[src/rtl/lsp_pkg.sv]
package lsp_pkg;

  localparam logic [3:0] TAP_TLR = 4'hF;
  localparam logic [3:0] TAP_RTI = 4'hC;
  localparam logic [3:0] TAP_PDR = 4'h3;
  localparam logic [3:0] TAP_PIR = 4'hB;

  typedef enum logic [2:0] {
    PK_TLR   = 3'd0,
    PK_RTI   = 3'd1,
    PK_PDR   = 3'd2,
    PK_PIR   = 3'd3,
    UNPARKED = 3'd4
  } port_st_e;

  // TAP code a parked port must see before it may rejoin the chain
  function automatic logic [3:0] rejoin_code(input port_st_e s);
    case (s)
      PK_RTI:  return TAP_RTI;
      PK_PDR:  return TAP_PDR;
      PK_PIR:  return TAP_PIR;
      default: return TAP_TLR;
    endcase
  endfunction

  // parked state matching a stable TAP code; UNPARKED means "not stable"
  function automatic port_st_e hold_state(input logic [3:0] t);
    case (t)
      TAP_TLR: return PK_TLR;
      TAP_RTI: return PK_RTI;
      TAP_PDR: return PK_PDR;
      TAP_PIR: return PK_PIR;
      default: return UNPARKED;
    endcase
  endfunction

endpackage

[src/rtl/lsp_port_fsm.sv]
module lsp_port_fsm
  import lsp_pkg::*;
(
  input  logic       clk,
  input  logic       rst_n,
  input  logic       sel_en,
  input  logic       park_req,
  input  logic       unpark_req,
  input  logic       target,
  input  logic [3:0] tap_st,
  input  logic       tms_b,
  output logic       inserted,
  output logic       tms_l
);

  port_st_e st, st_nxt;
  port_st_e park_to;

  assign park_to = hold_state(tap_st);

  always_comb begin
    st_nxt = st;
    if (sel_en && target) begin
      if (st == UNPARKED) begin
        if (park_req && park_to != UNPARKED) st_nxt = park_to;
      end else if (unpark_req && tap_st == rejoin_code(st)) begin
        st_nxt = UNPARKED;
      end
    end
  end

  always_ff @(posedge clk or negedge rst_n) begin
    if (!rst_n) st <= PK_TLR;
    else        st <= st_nxt;
  end

  assign inserted = (st == UNPARKED);

  always_comb begin
    case (st)
      UNPARKED: tms_l = tms_b;
      PK_TLR:   tms_l = 1'b1;
      default:  tms_l = 1'b0;
    endcase
  end

  AST_UNPARK_ON_MATCH: assert property (@(posedge clk) disable iff (!rst_n)
    $rose(inserted) |-> ($past(sel_en) && $past(unpark_req) && $past(target)
                         && $past(tap_st) == rejoin_code($past(st))));

  AST_PARK_IN_TAP_STATE: assert property (@(posedge clk) disable iff (!rst_n)
    $fell(inserted) |-> ($past(park_req) && st == hold_state($past(tap_st))));

  AST_FROZEN_UNSELECTED: assert property (@(posedge clk) disable iff (!rst_n)
    (!sel_en || !target) |=> $stable(st));

  AST_PARKED_TMS_STEADY: assert property (@(posedge clk) disable iff (!rst_n)
    (!inserted && $stable(st)) |-> $stable(tms_l));

endmodule

[src/rtl/lsp_pad.sv]
module lsp_pad (
  input  logic clk,
  input  logic rst_n,
  input  logic d,
  output logic q
);

  always_ff @(negedge clk or negedge rst_n) begin
    if (!rst_n) q <= 1'b0;
    else        q <= d;
  end

endmodule

[src/rtl/lsp_stitch.sv]
module lsp_stitch #(
  parameter int N_PORTS = 3
) (
  input  logic               tdi_reg,
  input  logic [N_PORTS-1:0] inserted,
  input  logic [N_PORTS-1:0] pad_q,
  output logic [N_PORTS-1:0] tdo_l,
  output logic               tdo_b
);

  logic [N_PORTS:0] hop;

  assign hop[0] = tdi_reg;

  for (genvar i = 0; i < N_PORTS; i++) begin : g_hop
    assign tdo_l[i]  = inserted[i] ? hop[i]   : 1'b1;
    assign hop[i+1]  = inserted[i] ? pad_q[i] : hop[i];
  end

  assign tdo_b = hop[N_PORTS];

  always_comb begin
    if (inserted == '0) AST_BYPASS_PATH: assert (tdo_b == tdi_reg);
  end

endmodule

[src/rtl/lsp_park_ctrl.sv]
module lsp_park_ctrl #(
  parameter int N_PORTS = 3
) (
  input  logic               tck_b,
  input  logic               trst_n,
  input  logic               tms_b,
  input  logic               tdi_reg,
  input  logic [3:0]         tap_st,
  input  logic               sel_en,
  input  logic               park_req,
  input  logic               unpark_req,
  input  logic [N_PORTS-1:0] mode_sel,
  input  logic               oe_n,
  input  logic [N_PORTS-1:0] tdi_l,
  output logic [N_PORTS-1:0] tck_l,
  output logic [N_PORTS-1:0] tms_l,
  output logic [N_PORTS-1:0] tdo_l,
  output logic               loc_drv_en,
  output logic               tdo_b
);

  logic [N_PORTS-1:0] inserted;
  logic [N_PORTS-1:0] pad_q;

  for (genvar i = 0; i < N_PORTS; i++) begin : g_port
    lsp_port_fsm u_fsm (
      .clk        (tck_b),
      .rst_n      (trst_n),
      .sel_en     (sel_en),
      .park_req   (park_req),
      .unpark_req (unpark_req),
      .target     (mode_sel[i]),
      .tap_st     (tap_st),
      .tms_b      (tms_b),
      .inserted   (inserted[i]),
      .tms_l      (tms_l[i])
    );

    lsp_pad u_pad (
      .clk   (tck_b),
      .rst_n (trst_n),
      .d     (tdi_l[i]),
      .q     (pad_q[i])
    );

    assign tck_l[i] = tck_b;
  end

  lsp_stitch #(.N_PORTS(N_PORTS)) u_stitch (
    .tdi_reg  (tdi_reg),
    .inserted (inserted),
    .pad_q    (pad_q),
    .tdo_l    (tdo_l),
    .tdo_b    (tdo_b)
  );

  assign loc_drv_en = ~oe_n;

  AST_RESET_ALL_TLR: assert property (@(posedge tck_b)
    !trst_n |-> (tms_l == '1 && tdo_l == '1));

endmodule

[config.mk]
export PLATFORM = sky130hd
export DESIGN_NAME = lsp_park_ctrl
export DESIGN_NICKNAME = d
export VERILOG_FILES = /design/src/rtl/lsp_pkg.sv /design/src/rtl/lsp_port_fsm.sv /design/src/rtl/lsp_pad.sv /design/src/rtl/lsp_stitch.sv /design/src/rtl/lsp_park_ctrl.sv
export SDC_FILE = /design/constraint.sdc
export NUM_CORES = 1
export LEC_CHECK = 0
export ABC_AREA = 0
export BUFFER_PORTS_ARGS = -buffer_cell sky130_fd_sc_hd__clkbuf_2
export CAP_MARGIN = 20
export CORE_MARGIN = 1
export CORE_UTILIZATION = 45
export DETAILED_ROUTE_END_ITERATION = 8
export HOLD_SLACK_MARGIN = 0.15
export MAX_ROUTING_LAYER = met4
export PLACE_DENSITY = 0.72
export SYNTH_ARGS = -nofsm -noshare
export SYNTH_HDL_FRONTEND = slang
export SYNTH_SLANG_ARGS = --single-unit
export TNS_END_PERCENT = 10
[constraint.sdc]
create_clock -name tck_b -period 2.7 [get_ports tck_b]
set_input_delay 0.135 -clock tck_b [delete_from_list [all_inputs] [get_ports tck_b]]
set_output_delay 0.135 -clock tck_b [all_outputs]
set_load 0.005 [all_outputs]
==> summary.md <==
| Metric | Value |
|---|---|
| Area Overhead vs Synth | 19.2% |
| Die height | 47.0 µm |
| Relative max-transition margin | 62.3% |
| CP Capture Type | output pin |
| Critical path origin | g_port[0].u_pad.q |
| Reg2reg setup slack | 1.03 ns |
| Yosys top cell by area | dfrtp_1 |
| ANT nets after route | 0 |
| Gpl congestion | 0.934 |
| Post-synth top area share | 24.7% |
| Crit path arrival time | 2.62 ns |
| Skew final | 0.000378 ns |
| Final setup viols | 1 |
| Critical path's slowest cell | dfrtn_1 |
| Worst Max-Slew Pin Slew | 0.552 ns |
| Reg clk slew, reported paths | 0.09 ns |
| Bufs and invs on worst path | 1 |
| WL final | 2050 µm |
| Routed vias | 907 |
| Clk root buf | clkbuf_4 |
| Standard-cell row count | 15 |
| Crit-path max cell delay | 0.34 ns |
| Setup bufs post-CTS | 0 |
| Hold Violations, Final | 0 |
| Flip-flop and latch area | 300 µm² |
| Worst IR drop on VDD | 0.000695 V |
| Post-Place Cells | 149 |
| YS warnings | 0 |
| Synth cell types | 40 |
| Routed WL per cell | 13.3 µm |
| Clk_lat worst skew | 0.28 ns |
| Clock Path Buffers | 2 |
| Cell area after synthesis | 911 µm² |
| Sequential element share of the synthesized area | 33.0% |
| Fin worst setup slack | -0.0528 ns |
| DRT iter0 DRCs | 27 |
| Max-Cap Viols | 0 |
| Area contributors post-synth | dfrtp_1 25%, dfrtn_1 8.2%, buf_4 4.9% |
| Post-Layout Cell Count | 155 |
| Pwr dens | 840 nW/µm² |
| Gr usage total | 21.0% |
| Post-Syn Nets | 126 |
| RSZ-0062 raised after global routing | yes |
| P_leak | 0.466 nW |
| Layout cells sized above 1 | 29.2% |
| CTS tree | done |
| Final core utilization | 60.3% |
| Multi-input gate area | 508 µm² |
| Failing checks | setup timing |
| CP max FO | 2 |
| Gr ovfl total | 0 |
| DRC | 0 |
| Most used DFF post-synth | dfrtp_1 |
| Diodes inserted | 0 |
| Compound-Gate Fraction of Synth Area | 28.6% |
| Status | finished, violations left |
| Count of buffers from port buffering | 28 |
| Cells after Synth | 108 |
| Cell Chain, Critical Path | mux2i_2 > a21oi_2 > mux2_4 > clkbuf_2 |
| I/O pins | 29 |
| CTS H-Tree Depth | 1 |
| Adder-cell share of the synthesized area | 0% |
| Top delay family on crit path | multiplexers |
| Initial DRT Pass Iterations | 4 |
| CP Class | flop to output pin |
| First-pass GRT wire length | 3120 µm |
| Largest net degree at the start of global routing | 14 |
| Critical Path Start Type | flop |
| FFs w/ async S/R, synth | 100% |
| Xor/xnor share of the synthesized area | 0% |
| Via density | 5.85 |
| Cts bufs inserted | 3 |
| # fillers | 170 |
| Synthesized flop and latch total | 12 |
| Synthesized area per cell | 8.43 µm² |
| Setup TNS | -0.0528 ns |
| Simple-gate share of the synthesized area | 23.6% |
| Launch point of the worst reg-to-reg path | g_port[0].u_fsm.st[1] |
| DIE WIDTH | 47.0 µm |
| Starting Density | 50.6% |
| Number of global-route vias before repair | 738 |
| Critical Path RT | 2.57 ns |
| EDFF count, synth | 0 |
| Initial antenna violation count | 0 |
| Mux cell area share after synthesis | 2.34% |
| Main combinational cell family by area after synthesis | compound AO/OA/AOI/OAI gates |
| Post-DP HPWL | 1630 µm |
| Core area | 1800 µm² |
| Layout Nets | 149 |
| Die area | 2210 µm² |
| Slew Viols, Final | 0 |
| Min-delay worst type | input port to asynchronous set/reset pin |
| Commonest cells in the netlist | 9 x dfrtp_1, 9 x inv_1, 9 x nor2_1 |
==> layout by cell type, fill, tap and decap left out, types with 2 or more instances in the layout <==
cell type,count
dlygate4sd3_1,2
nor3_1,4
nor2_1,9
a21boi_0,2
nand2b_1,2
nand3_1,4
dfrtp_1,9
a221oi_1,2
a211o_1,2
dfrtn_1,3
nand2_1,7
a21oi_1,3
nand4_1,3
inv_1,9
nor2b_1,3
nor4_1,2
o2111a_1,2
clkbuf_4,3
o21ai_0,2
o211ai_1,3
clkbuf_2,28
or3b_1,2
o32ai_1,2
o22a_1,2
o31ai_1,4
==> cell type report <==
cell class | count | share of cell area, %
timing repair buffer | 27 | 13.4
inverter | 9 | 3.11
tap | 25 | 2.88
clock inverter | 1 | 2.76
multi-input combinational | 75 | 46.8
sequential | 12 | 27.6
clock buffer | 6 | 3.46
==> timing repair <==
item,in CTS,in global routing
endpoints found under the hold margin,10,0
hold buffers,2,0
resized for setup,0,3
pin swaps,1,1
setup endpoints to repair,1,2
==> path summary, 6_finish.rpt <==
path / endpoint / cells after the start
worst max register to register: g_port[0].u_fsm.st[1] / 4
worst min register to register: g_port[0].u_fsm.st[0] / 1
min in group tck_b: g_port[2].u_fsm.st[2] / 4
worst max-delay path: tdo_b / 4
worst min-delay path: g_port[0].u_fsm.st[0] / 2
max in group asynchronous: g_port[2].u_pad.q / 2
==> routing by layer <==
layer | vias to the layer above | wire length, µm | global-route usage, %
met1 | 418 | 908 | 26.7
met4 | 0 | 14 | 9.71
li1 | 439 | - | -
met2 | 48 | 950 | 30.8
met5 | - | 0 | -
met3 | 2 | 181 | 5.77
==> metrics by stage <==
step / hold slack [ns] / setup WS, ns / instance area (µm²) / total power, mW
floorplan: -0.161 / 0.404 / 911 / 0.657
global placement: 0.0310 / 0.284 / 1000 / 0.671
detailed placement: 0.0363 / 0.256 / 1000 / 0.678
CTS: 0.261 / -0.0590 / 1070 / 0.907
global route: 0.283 / -0.146 / 1090 / 0.983
finish: 0.259 / -0.0528 / 1090 / 0.913
==> power breakdown <==
part / leakage, nW / switching [mW] / internal [mW]
clock: 0.0404 / 0.0937 / 0.179
combinational: 0.280 / 0.145 / 0.158
sequential: 0.145 / 0.101 / 0.236
==> kinds of logic (layout without fill, tap and decap cells) <==
logic type	Yosys count	count (layout)
muxes	2	2
DFF	12	12
buffers and inverters	21	43
and+or+nand+nor	40	40
AOI/OAI and AO/OA	33	33
==> state kept, by name (all words and copies together), names as in the netlist <==
| name | count |
|---|---|
| g_port.u_fsm.st | 9 |
| g_port.u_pad.q | 3 |
==> worst register-to-register path: stages, from the launching register on <==
cell and delay [ns]:
dfrtp_1 0.47, nor3b_1 0.51, nand2_1 0.17, nor4_1 0.33, a211o_1 0.15
Note: power is estimated with default switching activity, not from simulation.
